--- src/rtl/lfsr_pkg.sv ---
package lfsr_pkg;
  typedef enum logic {
    MODE_RECOVER = 1'b0,
    MODE_FULL    = 1'b1
  } lfsr_mode_e;

  localparam int unsigned DEF_WIDTH = 8;
  // x^8 + x^6 + x^5 + x^4 + 1 as a mask over state bits 7,5,4,3
  localparam logic [DEF_WIDTH-1:0] DEF_TAPS = 8'hB8;
endpackage

--- src/rtl/lfsr_rst_sync.sv ---
module lfsr_rst_sync #(
  parameter int unsigned STAGES = 2
) (
  input  logic clk,
  input  logic rst_n,
  output logic rst_sync_n
);
  logic [STAGES-1:0] sync_q;

  generate
    if (STAGES == 1) begin : g_one
      always_ff @(posedge clk or negedge rst_n) begin
        if (!rst_n) sync_q <= 1'b0;
        else        sync_q <= 1'b1;
      end
    end else begin : g_chain
      always_ff @(posedge clk or negedge rst_n) begin
        if (!rst_n) sync_q <= '0;
        else        sync_q <= {sync_q[STAGES-2:0], 1'b1};
      end
    end
  endgenerate

  assign rst_sync_n = sync_q[STAGES-1];
endmodule

--- src/rtl/lfsr_next.sv ---
module lfsr_next
  import lfsr_pkg::*;
#(
  parameter int unsigned     WIDTH = DEF_WIDTH,
  parameter logic [WIDTH-1:0] TAPS = DEF_TAPS
) (
  input  logic [WIDTH-1:0] cur,
  input  lfsr_mode_e       mode,
  output logic [WIDTH-1:0] nxt,
  output logic             fix
);
  localparam int unsigned LOW = WIDTH - 1;

  logic all_zero;
  logic low_zero;
  logic fb_lin;
  logic fb;

  always_comb begin
    all_zero = ~|cur;
    low_zero = ~|cur[LOW-1:0];
    fb_lin   = ^(cur & TAPS);
    case (mode)
      MODE_FULL: begin
        // splice zero between 10..0 and 0..01
        fb  = fb_lin ^ low_zero;
        fix = 1'b0;
      end
      default: begin
        fb  = fb_lin | all_zero;
        fix = all_zero;
      end
    endcase
    nxt = {cur[LOW-1:0], fb};
  end
endmodule

--- src/rtl/lfsr_lockfree.sv ---
module lfsr_lockfree
  import lfsr_pkg::*;
#(
  parameter int unsigned      WIDTH       = DEF_WIDTH,
  parameter logic [WIDTH-1:0] TAPS        = DEF_TAPS,
  parameter int unsigned      SYNC_STAGES = 2
) (
  input  logic             clk,
  input  logic             rst_n,
  input  logic             en,
  input  logic             mode_sel,
  output logic [WIDTH-1:0] state,
  output logic             serial_out,
  output logic             fix_pulse
);
  localparam logic [WIDTH-1:0] SEED = {{(WIDTH-1){1'b0}}, 1'b1};

  logic             rst_core_n;
  logic [WIDTH-1:0] state_q;
  logic [WIDTH-1:0] state_d;
  logic             fix_d;
  logic             flag_q;
  logic             flag_d;
  lfsr_mode_e       mode_e;

  lfsr_rst_sync #(.STAGES(SYNC_STAGES)) u_rst_sync (
    .clk        (clk),
    .rst_n      (rst_n),
    .rst_sync_n (rst_core_n)
  );

  assign mode_e = lfsr_mode_e'(mode_sel);

  lfsr_next #(.WIDTH(WIDTH), .TAPS(TAPS)) u_next (
    .cur  (state_q),
    .mode (mode_e),
    .nxt  (state_d),
    .fix  (fix_d)
  );

  always_comb begin
    flag_d = en & fix_d;
  end

  always_ff @(posedge clk or negedge rst_core_n) begin
    if (!rst_core_n) begin
      state_q <= SEED;
      flag_q  <= 1'b0;
    end else begin
      if (en) state_q <= state_d;
      flag_q <= flag_d;
    end
  end

  assign state      = state_q;
  assign serial_out = state_q[WIDTH-1];
  assign fix_pulse  = flag_q;
endmodule

--- config.mk ---
export PLATFORM = sky130hd
export DESIGN_NAME = lfsr_lockfree
export DESIGN_NICKNAME = d
export VERILOG_FILES = /design/src/rtl/lfsr_pkg.sv /design/src/rtl/lfsr_rst_sync.sv /design/src/rtl/lfsr_next.sv /design/src/rtl/lfsr_lockfree.sv
export SDC_FILE = /design/constraint.sdc
export NUM_CORES = 1
export LEC_CHECK = 0
export BUFFER_PORTS_ARGS = -buffer_cell sky130_fd_sc_hd__buf_2
export CORE_AREA = 10 10 47 49
export CTS_CLUSTER_SIZE = 20
export DETAILED_ROUTE_END_ITERATION = 16
export DIE_AREA = 0 0 57 59
export GPL_ROUTABILITY_DRIVEN = 0
export PLACE_DENSITY = 0.62
export SLEW_MARGIN = 20
export SYNTH_ARGS = -nofsm -noshare
export SYNTH_HDL_FRONTEND = slang
export SYNTH_SLANG_ARGS = --single-unit
--- constraint.sdc ---
create_clock -name clk -period 0.9 [get_ports clk]
set_clock_uncertainty 0.15 [all_clocks]
set_input_delay 0.135 -clock clk [delete_from_list [all_inputs] [get_ports clk]]
set_output_delay 0.135 -clock clk [all_outputs]
set_load 0.02 [all_outputs]
==> impl_metrics.toml <==
[synthesis]
ys_async_sr_fraction_pct = 100.0
synth_common_cells = "dfrtp_1 (10), nand2_1 (5), inv_1 (3), mux2_1 (3)"
synth_cell_types = 22
synth_top_area_share_pct = 50.51
synth_edf_count = 0
yosys_warnings = 0
ys_top_cells_by_area = "dfrtp_1 (51%), mux2_1 (6.8%), dfstp_2 (5.3%)"
yosysTopAreaCell = "dfrtp_1"
yosysSeqAreaShare_pct = 55.81
synthCells = 41
netlist_area_um2 = 495.5
avgSynthCellArea_um2 = 12.08
syn_nets = 46
yosysMostFrequentCell = "dfrtp_1"
ys_ff_latch = 11
synthFlopType = "dfrtp_1"

[layout]
nNetsFinal = 83
antenna_cells = 0
fin_util_pct = 65.00
drive_gt1_share_pct = 74.03
area_growth_pct = 83.84

[timing]
max_freq_mhz = 694.4
finalSetupViolCount = 19
fin_crit_sh_pct = 160.0
fin_tns_setup_ns = -6.186
hold_ws_ns = -0.1086
drv_slew = 0
finalCriticalPeriod_ns = 1.440
rsz0062_at_grt = "yes"
finalHoldViolCount = 1
worst_slack_ns = -0.5402

[route]
drc = 0
dr.pass1.iters = 4
ant_nets = 0
routed_wl_um = 1179
wl_per_cell_um = 12.68
num_vias = 427
first_iter_violations = 6
viasPerCell = 4.591

[clock_tree]
clk_latency_ns = 0.27
cts_tree = "yes"
cts_root_buf = "clkbuf_4"
numCtsBuffers = 3
postCtsHoldBufs = 1
h-tree-depth = 1
path_clk_slew_ns = 0.07
cts.sinks = 11
cts_buffer_depth = 2

[floorplanning]
ios = 14
initial_core_util_pct = 35.36
dieArea_um2 = 3363
fp.dieH_um = 59
num_rows = 14
die_width_um = 57
core_um2 = 1401

[critical_path]
crit_family = "buffers and inverters"
slowest_delay_ns = 0.41
crit_fanout = 2
crit_path_end_kind = "primary output"
cp.arrival_ns = 1.16
critPathSlowestCell = "dfrtp_2"
crit_buf_inv = 4
crit_type = "register to primary output"
critPathRequiredTime_ns = 0.61
startpoint_type = "register"
path_cells = "buf_4 > buf_6 > buf_4 > buf_6"

[hold_path]
hold_class = "input pin to register"

[global_route]
grt.overflow.total = 0
grt_pass1_wl_um = 2097
grt_pass1_vias = 483
grt_usage_pct = 7.686
grt_antenna_before_repair = 0
grt_start_max_net_pins = 11

[run_status]
status = "complete, but fails checks"
violations = "negative hold slack, negative setup slack"

[pwr]
power_mw = 3.327
power_density_nw_per_um2 = 3652
leakage_nw = 0.4362
ir_worst_vdd_v = 0.001584

[run]
maxCapViolations = 0

[placement]
io_buffers = 13
place_ws_ns = -0.5437
dp_hpwl_um = 860.1
[final timing paths]
check                                     start         to  slack (ns)  depth (start not counted)
hold reg to reg            u_rst_sync.sync_q[1]   state[7]        0.01                          0
max in group asynchronous  u_rst_sync.sync_q[1]   state[0]        0.28                          0
hold / removal                         mode_sel  fix_pulse       -0.11                          2
setup / recovery                       state[5]   state[5]       -0.54                          4
min in group asynchronous  u_rst_sync.sync_q[1]   state[7]        0.01                          0
setup reg to reg                       state[5]   state[0]       -0.54                          6
[per-layer routing]
metal / track usage (%) / part of all wire (%) / wire (um) / vias up
li1: - / - / - / 211
met1: 7.946 / 41 / 487 / 203
met2: 12.87 / 51 / 596 / 11
met3: 3.433 / 7.4 / 87 / 2
met4: 4.027 / 0.68 / 8 / 0
met5: 0 / 0 / 0 / -
[stage by stage]
stage / area (um^2) / instances
finish: 910.9 / 93
global route: 910.9 / 93
CTS: 859.6 / 88
detailed placement: 679.4 / 78
global placement: 679.4 / 78
floorplan: 531.8 / 41
[repair_timing]
action / 4_1_cts / 5_1_grt
endpoints found under the setup margin: 19 / 19
resized for setup: 32 / 3
setup buffers: 5 / 5
gates cloned: 0 / 0
pin swaps: 2 / 2
endpoints found under the hold margin: 3 / 1
[sequential cells by signal, summed over array words and instances, names as in the netlist]
name / count
fix_pulse: 1
u_rst_sync.sync_q: 2
state: 8
[worst reg2reg max path: cells and delay by family (launching register included)]
family / cells / cell delay, ns
and+or+nand+nor: 1 / 0.08
adders and majority gates: 1 / 0.21
muxes: 1 / 0.13
xor gates and xnor gates: 1 / 0.20
DFF: 1 / 0.41
buffers and inverters: 1 / 0.08
AOI/OAI and AO/OA: 1 / 0.11
[cell families after synthesis]
| group | count (synthesis) | share of synthesized area (%) |
|---|---|---|
| xor gates and xnor gates | 1 | 1.768 |
| DFF | 11 | 55.81 |
| AOI/OAI and AO/OA | 3 | 3.786 |
| and+or+nand+nor | 13 | 17.17 |
| muxes | 6 | 13.38 |
| adders and majority gates | 1 | 2.525 |
| buffers and inverters | 5 | 4.797 |
| other | 1 | 0.7568 |
[placed cells by master (no fill, tap or decap)]
master and n:
clkbuf_4 3, dfstp_2 1, o2111ai_1 1, dfrtp_2 7, mux2_2 1, nand2_2 1
o21ai_1 1, buf_2 3, buf_4 9, nor4b_4 1, conb_1 1, nand2_1 4
nand3b_1 1, nor2_1 2, mux2i_1 1, xnor2_2 1, buf_6 21, ha_4 1
nor3_1 1, inv_2 2, mux2_4 4, nand3_2 1, dlygate4sd3_1 1, clkbuf_1 1
o21ai_0 1, nand4_1 1, nor4_2 1, inv_1 1, dfrtp_1 3
[cell type report]
type                    count  area [um^2]
fillers                   116        490.5
repair buffers             34        329.1
flip-flops and latches     11        285.3
multi-input cells          25        239.0
clock buffers               4        26.28
well taps                  16        20.02
inverters                   3        11.26
[report_power, final]
| part | leakage (nW) | switching [mW] | total (mW) | internal [mW] |
|---|---|---|---|---|
| clock network | 0.0150 | 0.177 | 0.349 | 0.172 |
| logic | 0.294 | 0.804 | 2.09 | 1.29 |
| registers | 0.127 | 0.182 | 0.886 | 0.704 |
| total | 0.436 | 1.16 | 3.33 | 2.16 |
(Power assumes the default switching activity.)
